$ cat src/rtl/outport_pkg.sv
package outport_pkg;

  // Strobes from bus control to the register datapath
  typedef struct packed {
    logic shiftIn;        // shift received bit into shift register
    logic rxBit;          // value of the received bit
    logic loadTx;         // load control register for transmission
    logic shiftTx;        // advance transmit shift register
    logic captureShadow;  // copy shift register into shadow
    logic commit;         // copy shadow into control register
  } dpCmd_t;

  typedef enum logic [2:0] {
    ST_IDLE,
    ST_ADDR,
    ST_AACK,
    ST_WDATA,
    ST_WACK,
    ST_RDATA,
    ST_RACK,
    ST_IGNORE
  } slvState_t;

endpackage

$ cat src/rtl/outport_ctrl.sv
module outport_ctrl
  import outport_pkg::*;
#(
  parameter int DATA_W      = 8,
  parameter int SYNC_STAGES = 2
) (
  input  logic   clk,
  input  logic   rstN,
  input  logic   sclIn,
  input  logic   sdaIn,
  input  logic   addrMatch,
  input  logic   rwBit,
  input  logic   txBit,
  output dpCmd_t cmd,
  output logic   sdaPullLow
);

  localparam int CNT_W = $clog2(DATA_W + 1);
  localparam logic [CNT_W-1:0] CNT_FULL = CNT_W'(DATA_W);
  localparam logic [CNT_W-1:0] CNT_LAST = CNT_W'(DATA_W - 1);

  logic [SYNC_STAGES-1:0] sclPipe, sdaPipe;
  logic sclPrev, sdaPrev;
  logic sclNow, sdaNow;
  logic sclRise, sclFall, startDet, stopDet;

  slvState_t state, stateNxt;
  logic [CNT_W-1:0] cnt, cntNxt;
  logic wrPending, pendNxt;
  logic masterAck, mAckNxt;

  // Two-flop (or deeper) synchronizers, idle bus level is high
  always_ff @(posedge clk or negedge rstN) begin
    if (!rstN) begin
      sclPipe <= '1;
      sdaPipe <= '1;
      sclPrev <= 1'b1;
      sdaPrev <= 1'b1;
    end else begin
      sclPipe <= {sclPipe[SYNC_STAGES-2:0], sclIn};
      sdaPipe <= {sdaPipe[SYNC_STAGES-2:0], sdaIn};
      sclPrev <= sclPipe[SYNC_STAGES-1];
      sdaPrev <= sdaPipe[SYNC_STAGES-1];
    end
  end

  assign sclNow   = sclPipe[SYNC_STAGES-1];
  assign sdaNow   = sdaPipe[SYNC_STAGES-1];
  assign sclRise  = sclNow & ~sclPrev;
  assign sclFall  = ~sclNow & sclPrev;
  assign startDet = sclNow & sclPrev & sdaPrev & ~sdaNow;
  assign stopDet  = sclNow & sclPrev & ~sdaPrev & sdaNow;

  always_comb begin
    stateNxt  = state;
    cntNxt    = cnt;
    pendNxt   = wrPending;
    mAckNxt   = masterAck;
    cmd       = '0;
    cmd.rxBit = sdaNow;
    if (startDet) begin
      stateNxt = ST_ADDR;
      cntNxt   = '0;
      pendNxt  = 1'b0;
    end else if (stopDet) begin
      cmd.commit = wrPending;
      pendNxt    = 1'b0;
      stateNxt   = ST_IDLE;
    end else begin
      case (state)
        ST_ADDR: begin
          if (sclRise) begin
            cmd.shiftIn = 1'b1;
            cntNxt      = cnt + CNT_W'(1);
          end else if (sclFall && cnt == CNT_FULL) begin
            cntNxt   = '0;
            stateNxt = addrMatch ? ST_AACK : ST_IGNORE;
          end
        end
        ST_AACK: begin
          if (sclFall) begin
            if (rwBit) begin
              stateNxt   = ST_RDATA;
              cmd.loadTx = 1'b1;
            end else begin
              stateNxt = ST_WDATA;
            end
          end
        end
        ST_WDATA: begin
          if (sclRise) begin
            cmd.shiftIn = 1'b1;
            cntNxt      = cnt + CNT_W'(1);
          end else if (sclFall && cnt == CNT_FULL) begin
            cmd.captureShadow = 1'b1;
            pendNxt           = 1'b1;
            cntNxt            = '0;
            stateNxt          = ST_WACK;
          end
        end
        ST_WACK: begin
          if (sclFall) stateNxt = ST_WDATA;
        end
        ST_RDATA: begin
          if (sclFall) begin
            if (cnt == CNT_LAST) begin
              cntNxt   = '0;
              stateNxt = ST_RACK;
            end else begin
              cmd.shiftTx = 1'b1;
              cntNxt      = cnt + CNT_W'(1);
            end
          end
        end
        ST_RACK: begin
          if (sclRise) begin
            mAckNxt = ~sdaNow;
          end else if (sclFall) begin
            if (masterAck) begin
              stateNxt   = ST_RDATA;
              cmd.loadTx = 1'b1;
            end else begin
              stateNxt = ST_IGNORE;
            end
          end
        end
        default: ;
      endcase
    end
  end

  always_ff @(posedge clk or negedge rstN) begin
    if (!rstN) begin
      state     <= ST_IDLE;
      cnt       <= '0;
      wrPending <= 1'b0;
      masterAck <= 1'b0;
    end else begin
      state     <= stateNxt;
      cnt       <= cntNxt;
      wrPending <= pendNxt;
      masterAck <= mAckNxt;
    end
  end

  always_comb begin
    case (state)
      ST_AACK, ST_WACK: sdaPullLow = 1'b1;
      ST_RDATA:         sdaPullLow = ~txBit;
      default:          sdaPullLow = 1'b0;
    endcase
  end


  no_drive_when_quiet_chk: assert property (@(posedge clk) disable iff (!rstN)
    (state == ST_IDLE || state == ST_IGNORE) |-> !sdaPullLow);


  start_restarts_addr_chk: assert property (@(posedge clk) disable iff (!rstN)
    startDet |=> (state == ST_ADDR && cnt == '0));


  stop_returns_idle_chk: assert property (@(posedge clk) disable iff (!rstN)
    stopDet |=> (state == ST_IDLE && !wrPending));

endmodule

$ cat src/rtl/outport_dp.sv
module outport_dp
  import outport_pkg::*;
#(
  parameter int DATA_W  = 8,
  parameter int ADDR_W  = 7,
  parameter int STRAP_W = 3,
  parameter logic [ADDR_W-STRAP_W-1:0] FIXED_HI = 4'b1100
) (
  input  logic               clk,
  input  logic               rstN,
  input  logic [STRAP_W-1:0] strap,
  input  dpCmd_t             cmd,
  output logic               addrMatch,
  output logic               rwBit,
  output logic               txBit,
  output logic [DATA_W-1:0]  portPullLow
);

  logic [DATA_W-1:0] shiftReg;
  logic [DATA_W-1:0] shadowReg;
  logic [DATA_W-1:0] ctrlReg;

  always_ff @(posedge clk or negedge rstN) begin
    if (!rstN) begin
      shiftReg <= '0;
    end else if (cmd.loadTx) begin
      shiftReg <= ctrlReg;
    end else if (cmd.shiftIn) begin
      shiftReg <= {shiftReg[DATA_W-2:0], cmd.rxBit};
    end else if (cmd.shiftTx) begin
      shiftReg <= {shiftReg[DATA_W-2:0], 1'b0};
    end
  end

  always_ff @(posedge clk or negedge rstN) begin
    if (!rstN) shadowReg <= '0;
    else if (cmd.captureShadow) shadowReg <= shiftReg;
  end

  always_ff @(posedge clk or negedge rstN) begin
    if (!rstN) ctrlReg <= '0;
    else if (cmd.commit) ctrlReg <= shadowReg;
  end

  assign addrMatch   = (shiftReg[ADDR_W:1] == {FIXED_HI, strap});
  assign rwBit       = shiftReg[0];
  assign txBit       = shiftReg[DATA_W-1];
  assign portPullLow = ctrlReg;


  reg_changes_only_on_commit_chk: assert property (@(posedge clk) disable iff (!rstN)
    (ctrlReg != $past(ctrlReg)) |-> $past(cmd.commit));

endmodule

$ cat src/rtl/outport_slave.sv
module outport_slave
  import outport_pkg::*;
#(
  parameter int DATA_W      = 8,
  parameter int ADDR_W      = 7,
  parameter int STRAP_W     = 3,
  parameter int SYNC_STAGES = 2,
  parameter logic [ADDR_W-STRAP_W-1:0] FIXED_HI = 4'b1100
) (
  input  logic               clk,
  input  logic               rstN,
  input  logic               sclIn,
  input  logic               sdaIn,
  input  logic [STRAP_W-1:0] strap,
  output logic               sdaPullLow,
  output logic [DATA_W-1:0]  portPullLow
);

  dpCmd_t cmd;
  logic addrMatch, rwBit, txBit;

  outport_ctrl #(
    .DATA_W     (DATA_W),
    .SYNC_STAGES(SYNC_STAGES)
  ) ctrl_i (
    .clk       (clk),
    .rstN      (rstN),
    .sclIn     (sclIn),
    .sdaIn     (sdaIn),
    .addrMatch (addrMatch),
    .rwBit     (rwBit),
    .txBit     (txBit),
    .cmd       (cmd),
    .sdaPullLow(sdaPullLow)
  );

  outport_dp #(
    .DATA_W  (DATA_W),
    .ADDR_W  (ADDR_W),
    .STRAP_W (STRAP_W),
    .FIXED_HI(FIXED_HI)
  ) dp_i (
    .clk        (clk),
    .rstN       (rstN),
    .strap      (strap),
    .cmd        (cmd),
    .addrMatch  (addrMatch),
    .rwBit      (rwBit),
    .txBit      (txBit),
    .portPullLow(portPullLow)
  );

endmodule

$ cat config.mk
export PLATFORM = sky130hd
export DESIGN_NAME = outport_slave
export DESIGN_NICKNAME = d
export VERILOG_FILES = /design/src/rtl/outport_pkg.sv /design/src/rtl/outport_ctrl.sv /design/src/rtl/outport_dp.sv /design/src/rtl/outport_slave.sv
export SDC_FILE = /design/constraint.sdc
export NUM_CORES = 1
export LEC_CHECK = 0
export ABC_CLOCK_PERIOD_IN_PS = 2800
export BUFFER_PORTS_ARGS = -buffer_cell sky130_fd_sc_hd__buf_2
export CORE_UTILIZATION = 30
export DETAILED_ROUTE_END_ITERATION = 12
export PLACE_DENSITY_LB_ADDON = 0.12
export SYNTH_ARGS = -nofsm -noshare
export SYNTH_HDL_FRONTEND = slang
export SYNTH_SLANG_ARGS = --single-unit
$ cat constraint.sdc
create_clock -name clk -period 2.8 [get_ports clk]
set_input_delay 0.56 -clock clk [delete_from_list [all_inputs] [get_ports clk]]
set_output_delay 0.56 -clock clk [all_outputs]
set_load 0.005 [all_outputs]
* Word-level counts from Yosys, hierarchy flattened
Index checks and enable logic that the tools add are counted.
** Storage, ports and cells
- Flip-flop bits (word level) :: 39
- Input port bits :: 7
** Cells by class
- Equal/unequal tests :: 23
- Bitwise operators :: 14
- Add/sub/neg operators :: 1
- Multiplexer cells :: 51
- Reduce and logical (&&, ||, !) cells :: 12
** Operators by type and width (number)
- 3-bit 2-to-1 mux :: 15
- 4-bit by 1-bit inequality test with 1-bit output (second input constant) :: 8
- 4-bit 2-to-1 mux :: 7
- 8-bit 2-to-1 mux :: 3
- 1-bit 2-to-1 mux :: 21
- 3-bit case mux with 6 select lines :: 1
- 4-bit inequality test (second input constant) :: 3
- 3-bit nonzero test :: 4
- 11-bit AND reduction :: 1
- 3-bit == test (second input constant) :: 3
- 4-bit case mux with 2 select lines :: 1
- 4-bit AND reduction :: 2
- 8-bit nonzero test :: 1
- 1-bit AND :: 7
- 7-bit == test :: 1
- 1-bit inverter :: 7
- 3-bit by 2-bit == test with 1-bit output (second input constant) :: 2
- 4-bit by 1-bit adder with 4-bit output (second input constant) :: 1
- 4-bit by 3-bit == test with 1-bit output (second input constant) :: 1
- 4-bit == test (second input constant) :: 1
- 1-bit case mux with 2 select lines :: 2
- 2-bit OR reduction :: 2
- 3-bit by 1-bit == test with 1-bit output (second input constant) :: 1
- 3-bit by 1-bit inequality test with 1-bit output (second input constant) :: 1
- other kinds (5) :: 5

* Depth between registers and ports, before layout
Gate-level depths: netlist of the first run.
- Word-level depth :: 11
- Depth in mapped cells :: 7
- Gate-level depth less buffers :: 7

* Cells and area by module
From an unflattened synthesis of the first run, not the netlist that was laid out.
** Second synthesis, totals
- Cell total of the unflattened synthesis :: 176
- Area, all modules :: 2052.0 um^2
** By module, submodules not included
- outport_dp :: area an instance 1077.3 um^2, seq. area each 600.6 um^2, cells an instance 78, instances 1
- outport_ctrl :: area an instance 974.7 um^2, seq. area each 382.9 um^2, cells an instance 98, instances 1

* Worst setup path after synthesis of the first run
Ideal clock, no wire load.
- Kind :: flip-flop to flip-flop
- From :: register ctrl_i.sclPrev
- To :: register dp_i.shadowReg[0]
- Buffers on the path :: 1
- Cell stages (with the launch flop) :: 6
- Required time :: 2.675 ns
- Data arrival time :: 1.696 ns
- Clock period less this slack :: 1.821 ns
- Setup slack :: 0.979 ns
- Setup time :: 0.125 ns
- Cells stage by stage :: dfstp_2 buf_4 nor2b_4 nand2_2 nor4_4 mux2_2
** On the way
- Word-level cells in the longest chain between the ends :: 7
** RTL lines
- from (decl) :: line outport_ctrl.sv:23 : logic sclPrev, sdaPrev;
- from (signal assigned) :: line outport_ctrl.sv:42 : sclPrev <= sclPipe[SYNC_STAGES-1];
- 1-bit AND :: line outport_ctrl.sv:50 : assign sclFall = ~sclNow & sclPrev;
- 1-bit logical AND :: line outport_ctrl.sv:94 : end else if (sclFall && cnt == CNT_FULL) begin
- 1-bit 2-to-1 mux :: line outport_ctrl.sv:94
- 1-bit 2-to-1 mux :: line outport_ctrl.sv:91 : if (sclRise) begin
- 1-bit 2-to-1 mux :: line outport_ctrl.sv:70 : case (state)
- 3-bit 2-to-1 mux :: line outport_ctrl.sv:65 : end else if (stopDet) begin
- 4-bit 2-to-1 mux * :: line outport_ctrl.sv:61 : if (startDet) begin
- to (signal assigned) :: line outport_dp.sv:37 : else if (cmd.captureShadow) shadowReg <= shiftReg;
- to (decl) :: line outport_dp.sv:20 : logic [DATA_W-1:0] shadowReg;
Every way passes the cells marked *; elsewhere a longest branch is shown, timed or not.
A chain may end at the register's enable or synchronous reset.

* Final worst setup path of the first run
- From :: register ctrl_i.sclPrev
- To :: register dp_i.shadowReg[5]
The elaborated chain is that of the path after synthesis.

==> results of run 1 <==
cell usage after synthesis, drive strengths merged:
cell type,number,share of area [%]
dfrtp,33,42
mux2,19,11
o21ai,15,3.8
nand2,14,2.8
buf,9,2.4
mux2i,9,4.6
inv,7,1.3
nor2,7,1.3
dfstp,6,8.1
nor2b,5,2.0
nand2b,4,1.3
nand3,4,1.0
xnor2,4,1.8
a211oi,3,1.2
a21oi,3,0.77
o22ai,3,0.96
a31oi,2,0.64
ha,2,1.3
nand3b,2,0.77
nand4,2,0.64
nand4b,2,0.90
nor4bb,2,1.0
a21o,1,0.38
a22o,1,0.45
a22oi,1,0.38
a41o,1,0.51
and3b,1,0.45
and4bb,1,0.64
clkbuf,1,0.19
nor3,1,0.51
nor3b,1,0.38
nor4,1,1.1
o2111ai,1,0.45
o21a,1,0.38
o21bai,1,0.38
o221ai,1,0.45
o22a,1,0.45
o31ai,1,0.38
o32ai,1,0.45
or2,1,0.32
through the flow:
step                      cell area (um^2)  power [mW]
after detailed placement              2100        1.18
after global placement                2100        1.16
after global routing                  2220        1.75
after floorplan                       1960        1.07
final                                 2220        1.64
after CTS                             2220        1.67
kinds of logic (layout without fill, tap and decap cells):
logic type	count (synthesis)	in the layout
compound gates	37	37
xor+xnor	4	4
fa+ha+maj	2	2
buf+inv	17	33
flops	39	39
mux	28	28
simple gates	48	48
worst max-delay path, cell delays in order, from the launching register on:
cell and delay (ns):
dfstp_2 0.62, nor2b_4 0.22, nand2_2 0.10, nor4_4 0.63, mux2_2 0.41
worst paths after layout:
check | start | end | cells after the start
setup / recovery | ctrl_i.sclPrev | dp_i.shadowReg[5] | 4
hold / removal | ctrl_i.sdaPipe[0] | ctrl_i.sdaPipe[1] | 0
setup reg to reg | ctrl_i.sclPrev | dp_i.shadowReg[5] | 4
hold reg to reg | ctrl_i.sdaPipe[0] | ctrl_i.sdaPipe[1] | 0
max in group asynchronous | rstN | dp_i.shadowReg[5] | 1
min in group asynchronous | rstN | ctrl_i.cnt[3] | 1
per-layer routing:
layer	vias up	GRT usage [%]	share of wire, %
li1	658	-	-
met1	655	17.1	46
met2	23	20.5	50
met3	4	3.08	3.1
met4	0	5.00	1.1
met5	-	0	0
cell type report:
class / count / area, um^2
repair buffers: 18 / 97.6
well taps: 77 / 96.3
flip-flops and latches: 39 / 983
clock inverters: 2 / 35.0
fillers: 649 / 4100
multi-input cells: 119 / 896
inverters: 7 / 26.3
clock buffers: 6 / 82.6
registers in the layout, summed over array words and instances (netlist names):
signal / cells
dp_i.portPullLow: 8
ctrl_i.sclPrev: 1
ctrl_i.state: 3
ctrl_i.sclPipe: 2
ctrl_i.wrPending: 1
ctrl_i.sdaPrev: 1
dp_i.shadowReg: 8
dp_i.shiftReg: 8
ctrl_i.masterAck: 1
ctrl_i.sdaPipe: 2
ctrl_i.cnt: 4
where the power goes:
group	total, mW	switching (mW)	internal (mW)
clock	0.475	0.187	0.288
combinational	0.385	0.188	0.197
sequential	0.781	0.140	0.641
==> flow_summary.ini, run 1 <==
[timing]
rsz0062_at_grt = no
finalCritPeriodShare_pct = 75.6
maxSlewHeadroom_pct = 41.7
setup_viol_count_final = 0
finalMaxSlewViolations = 0
max_freq_mhz = 472
finalWorstSetupSlack_ns = 0.684
hold_viol = 0
fin_tns_setup_ns = 0
holdWs_ns = 0.358
worst_pin_slew_ns = 0.874
period_minus_slack_ns = 2.12
fin_skew_ns = 0.00961

[clocking]
htree_num_levels = 2
clock_sinks = 39
postCtsHoldBufs = 0
clk_pin_slew_worst_paths_ns = 0.08
numCtsBuffers = 5
cts_buffer_depth = 2
clock_latency_ns = 0.28
cts-root-buf = clkbuf_8
post_cts_resized = 0
cts_tree = done
cts_setup_buffers = 0

[critical_path]
arrival_ns = 2.28
critPathKind = flop to flop
reg2reg_slack_ns = 0.68
cp-end-kind = flop
critPathMaxFanout = 10
crit_required_ns = 2.96
start_kind = flop

[finish]
fin_nets = 199
final_common_cell = dfrtp_1
area_delta_synth_final_pct = 13.3
stdcell_count = 268
final_layout_size_suffix_gt1_share_pct = 29.8
antennaDiodeCount = 0
final_cell_mix = dfrtp_1 (33), mux2_2 (19), o21ai_0 (15), buf_2 (15), nand2_1 (13)
fin_util_pct = 35.1

[placed_design]
dp_hpwl_um = 2820
numPortBuffers = 15
gp_congestion = 0.785
preCtsSetupSlack_ns = 0.674
dp_cells = 260

[route]
routed_wl_um = 3960
routedWlPerCell_um = 14.8
via_per_inst = 5.00
drc = 2
drt_iter0_drc = 43
first_pass_iters = 8
ant_nets = 0
vias = 1340

[synth]
syn-cell-area_um2 = 1960
synth_seq_area_share_pct = 50.3
synth_top_family_by_area = multiplexers
synth-simple-area-share_pct = 15.2
syn_inst = 175
synth-compound-area-share_pct = 12.0
synth_mux_area_share_pct = 15.5
yosysUniqueCellTypes = 43
synth_nets = 184
synthAdderAreaFrac_pct = 1.28
synth_warnings = 0
ys_ff_latch = 39
syn_area_per_cell_um2 = 11.2
synth_xor_area_share_pct = 1.79

[die]
fp.dieH_um = 82.8
initial_core_util_pct = 31.0
die-area_um2 = 6850
io_pins = 16
core_area_um2 = 6310
die_w_um = 82.8
rows = 29

[global_route]
grt_start_max_net_pins = 40
antenna_found_initial = 0
grt_use_total_pct = 13.0
gr-total-overflow = 0
grt_pass1_vias = 1280
grt_pass1_wl_um = 6450

[power]
ir_drop_v = 0.000290
p_leak_nw = 1.02
power_density_nw_per_um2 = 740

[outcome]
violations = design-rule violations
status = finished with violations

[flow_run]
cap_violations = 0

[hold_path]
hold_class = flop to flop
Power figures use the tool's default switching activity.
==> inputs of run 2 (changes only) <==
ABC_CLOCK_PERIOD_IN_PS = 1810   (was 2800)
clock period = 1.81 ns   (was 2.8 ns; I/O delays follow)
==> run 2 against run 1 <==
  * Final cell count up 6.3%
  * Via count grew 7.8%
  * Clock-buffer cell count increased by 1
  * Critical path type unchanged
  * Sequential share of layout area fell by 2.9 points
  * Sequential power increased by 47%
  * Clock power grew 32%
  * Final area increased by 7.2%
  * Core utilization increased by 2.5 points
  * The flow now finishes without violations
  * Worst setup slack lost 0.68 ns
  * Largest cell class unchanged
  * Non-clock buffer count increased by 17
  * Maximum frequency is 17% higher
  * Total power up 59%
==> flow_summary.ini, run 2 (same netlist as run 1, synthesis figures left out) <==
[die]
die-area_um2 = 6850
core_area_um2 = 6310
initial_core_util_pct = 31.0
die_w_um = 82.8
io_pins = 16
rows = 29
fp.dieH_um = 82.8

[critical_path]
crit_start = ctrl_i.sclPrev
start_kind = flop
critPathBufInv = 0
crit_required_ns = 1.99
worstSetupEndpoint = ctrl_i.state[1]
arrival_ns = 1.98
cp_cell_sequence = nor2b_4, a211oi_2, a211oi_2, o2111ai_2, mux2_4
max_stage_delay_ns = 0.58
r2r_start = ctrl_i.sclPrev
cp_slowest_cell = dfstp_2
cp-end-kind = flop
crit_cells = 5
reg2regPathDepth = 5
critPathKind = flop to flop
critPathMaxFanout = 6
crit_top_cell = a211oi_2
reg2reg_slack_ns = 0.005
reg2reg_to = ctrl_i.state[1]
critPathTopFamily = flip-flops

[finish]
multi_input_comb_area_um2 = 925
final_common_cell = dfrtp_1
area_delta_synth_final_pct = 21.5
final_layout_size_suffix_gt1_share_pct = 38.5
final_cell_mix = dfrtp_1 (32), mux2_2 (18), buf_4 (18)
seqCellArea_um2 = 985
postLayoutCellArea_um2 = 2380
fin_nets = 216
nFillCells = 653
antennaDiodeCount = 0

[timing]
rsz0062_at_grt = yes
period_minus_slack_ns = 1.81
setup_viol_count_final = 0
worst_pin_slew_ns = 0.523
finalMaxSlewViolations = 0
hold_viol = 0
maxSlewHeadroom_pct = 65.1
finalCritPeriodShare_pct = 99.7
fin_skew_ns = 0.00467
holdWs_ns = 0.0374
max_freq_mhz = 554

[global_route]
grt_pass1_vias = 1352
grt_start_max_net_pins = 21
antenna_found_initial = 0
gr-total-overflow = 0
grt_pass1_wl_um = 6900
grt_use_total_pct = 14.1

[placed_design]
post_dp_cell_area_um2 = 2240
gp_congestion = 0.763
numPortBuffers = 15
dp_hpwl_um = 3110

[clocking]
clock_sinks = 39
numCtsBuffers = 5
cts-root-buf = clkbuf_8
postCtsHoldBufs = 0
cts_buffer_depth = 2
htree_num_levels = 2
clk_pin_slew_worst_paths_ns = 0.08
cts_tree = done
clock_latency_ns = 0.29

[hold_path]
hold_class = primary input to async pin

[power]
power_mw = 2.60
ir_drop_v = 0.000411
power_density_nw_per_um2 = 1090
p_leak_nw = 1.10

[route]
drc = 0
routed_wl_um = 4410
drt_iter0_drc = 31
vias = 1444
ant_nets = 0
via_per_inst = 5.07
routedWlPerCell_um = 15.5
first_pass_iters = 4

[outcome]
status = finished, final reports clean

[flow_run]
cap_violations = 0
## run 2: changes by cell type in the layout (fill, tap and decap cells not counted), moves of 2 or more
| cell | change |
|---|---|
| a211oi_2 | +2 |
| a211oi_1 | -2 |
| buf_12 | +2 |
| buf_4 | +15 |
## run 2: final cells by class
cell class / instances / share of cell area [%]
multi-input combinational: 119 / 38.9
tap: 77 / 4.05
sequential: 39 / 41.4
clock inverter: 1 / 0.368
timing repair buffer: 35 / 10.5
clock buffer: 7 / 3.63
inverter: 7 / 1.11
## run 2: through the flow
stage               std cells  TNS (ns)  util, %  worst slack (ns)
floorplan                 175         0        -            0.0133
global placement          275         0     35.4           0.00684
detailed placement        275   -0.0782     35.4           -0.0362
CTS                       283         0     37.1           0.00834
global route              285    -0.280     37.7           -0.0935
finish                    285         0     37.7           0.00495
## run 2: timing repair
| item | CTS | global route |
|---|---|---|
| buffers inserted | 0 | 2 |
| endpoints found under the setup margin | 3 | 13 |
| resized for setup | 2 | 6 |
| pin swaps | 1 | 5 |
## run 2: worst min path at each step
stage | slack, ns | to | depth (start not counted)
floorplan | 0.07 | ctrl_i.cnt[0] | 0
global placement | 0.35 | ctrl_i.sdaPipe[1] | 0
detailed placement | 0.35 | ctrl_i.sdaPipe[1] | 0
CTS | 0.05 | ctrl_i.cnt[2] | 1
global route | 0.08 | ctrl_i.cnt[2] | 1
finish | 0.04 | ctrl_i.cnt[2] | 1
## run 2: power by group
part	leakage (nW)	internal [mW]	switching, mW
combinational	0.549	0.420	0.403
clock	0.0484	0.312	0.313
sequential	0.506	0.995	0.159
## run 2: layer usage
layer,vias up,wire (um),part of all wire (%),global-route usage [%]
li1,693,-,-,-
met1,716,2160,49,18.6
met2,29,2050,46,21.2
met3,6,127,2.9,2.97
met4,0,77,1.7,7.59
met5,-,0,0,0
==> inputs of run 3 (changes only) <==
ABC_CLOCK_PERIOD_IN_PS = 1610   (was 1810)
CTS_BUF_LIST = sky130_fd_sc_hd__clkbuf_4 sky130_fd_sc_hd__clkbuf_8 sky130_fd_sc_hd__clkbuf_16   (was not set)
clock period = 1.61 ns   (was 1.81 ns; I/O delays follow)
==> run 3 against run 2 <==
  * The run now ends with negative setup slack left
  * Maximum frequency up 1.6%
  * Worst setup slack worse by 0.17 ns
  * Sequential share of layout area down 6.1 points
  * Clock skew about the same
  * Die area unchanged
  * Clock power up 30%
  * Routed wire length up 11%
  * Global-route usage up 0.99 points
  * Final area up 17%
  * First-iteration DRC count rose to 2.7 times the previous value
  * Largest power group is now combinational logic
==> flow_summary.ini, run 3 (same netlist as run 1, synthesis figures left out) <==
[die]
rows = 29
fp.dieH_um = 82.8
core_area_um2 = 6310
die_w_um = 82.8
io_pins = 16
die-area_um2 = 6850
initial_core_util_pct = 31.0

[hold_path]
hold_class = primary input to flop

[clocking]
clock_latency_ns = 0.29
cts-root-buf = clkbuf_8
cts_tree = done
cts_buffer_depth = 2
numCtsBuffers = 5
clock_sinks = 39
htree_num_levels = 2
clk_pin_slew_worst_paths_ns = 0.08

[timing]
finalCritPeriodShare_pct = 110
hold_viol = 0
holdWs_ns = 0.124
setup_viol_count_final = 22
finalWorstSetupSlack_ns = -0.167
maxSlewHeadroom_pct = 66.9
fin_skew_ns = 0.00474
max_freq_mhz = 563
rsz0062_at_grt = yes
finalMaxSlewViolations = 0
worst_pin_slew_ns = 0.496
period_minus_slack_ns = 1.78

[global_route]
grt_start_max_net_pins = 22
grt_pass1_wl_um = 7560
grt_use_total_pct = 15.0
grt_pass1_vias = 1538
antenna_found_initial = 0
gr-total-overflow = 0

[placed_design]
dp_hpwl_um = 3260
preCtsSetupSlack_ns = -0.276
gp_congestion = 0.829
numPortBuffers = 15

[finish]
fin_util_pct = 44.2
final_common_cell = dfrtp_1
fin_nets = 242
area_delta_synth_final_pct = 42.7
antennaDiodeCount = 0
final_cell_mix = dfrtp_1 (31), buf_4 (30), buf_2 (15)
final_layout_size_suffix_gt1_share_pct = 51.3

[route]
first_pass_iters = 4
vias = 1566
drt_iter0_drc = 83
via_per_inst = 5.04
routed_wl_um = 4880
drc = 0
routedWlPerCell_um = 15.7
ant_nets = 0

[outcome]
status = finished with violations
violations = negative setup slack

[power]
power_density_nw_per_um2 = 1260
p_leak_nw = 1.30
ir_drop_v = 0.000729
power_mw = 3.51

[critical_path]
critPathBufInv = 1
cp-end-kind = flop
crit_required_ns = 1.79
start_kind = flop
cp_slowest_cell = dfrtp_1
critPathTopFamily = compound AO/OA/AOI/OAI gates
critPathKind = flop to flop
max_stage_delay_ns = 0.35
arrival_ns = 1.95
cp_cell_sequence = buf_4, ha_4, nand3b_1, o221ai_2, o2111ai_4, mux2_4
critPathMaxFanout = 3

[flow_run]
cap_violations = 0
==> run 3: per-stage QoR <==
stage                     cells  area (um^2)  setup TNS, ns
after global placement      293         2370          -2.56
final                       311         2790          -2.38
after CTS                   305         2630          -1.87
after floorplan             175         1980          -1.46
after detailed placement    293         2370          -3.46
after global routing        311         2790          -4.02
==> run 3: cell type report <==
class                           instances  area [um^2]
Clock buffer                            5         68.8
Clock inverter                          3         43.8
Fill cell                             596         3520
Inverter                                7         26.3
Multi-Input combinational cell        119         1080
Sequential cell                        39          986
Tap cell                               77         96.3
Timing Repair Buffer                   61          492
==> run 3: final timing paths <==
kind	cells after the start	slack (ns)	start	to
max	6	-0.17	ctrl_i.cnt[0]	ctrl_i.state[1]
min	1	0.12	sclIn	ctrl_i.sclPipe[0]
max reg2reg	6	-0.17	ctrl_i.cnt[0]	ctrl_i.state[1]
min reg2reg	0	0.36	ctrl_i.sclPipe[0]	ctrl_i.sclPipe[1]
max in group asynchronous	3	0.52	rstN	ctrl_i.sdaPipe[1]
min in group asynchronous	2	0.53	rstN	ctrl_i.state[2]
==> run 3: report_power, final <==
group	switching, mW	total (mW)	internal, mW	leakage (nW)
registers	0.155	1.28	1.12	0.506
clock network	0.353	0.814	0.461	0.0581
logic	0.651	1.42	0.767	0.740
==> run 3: what timing repair did <==
action | CTS | global route
endpoints found under the setup margin | 31 | 30
buffers inserted | 3 | 6
pin swaps | 5 | 5
hold buffers | 1 | 0
endpoints found under the hold margin | 15 | 0
resized for setup | 28 | 35
==> run 3: worst reg2reg max path, stage by stage (launching register included) <==
cell and delay (ns):
dfrtp_1 0.35, buf_4 0.14, ha_4 0.14, nand3b_1 0.19, o221ai_2 0.32, o2111ai_4 0.19
mux2_4 0.33
==> run 3: layer usage <==
layer  vias to the layer above  share of wire (%)  GRT usage, %
met1                       795                 48          20.2
met4                         0               0.98          5.34
met2                        21                 49          23.4
met5                         -                  0             0
li1                        744                  -             -
met3                         6                2.4          3.63
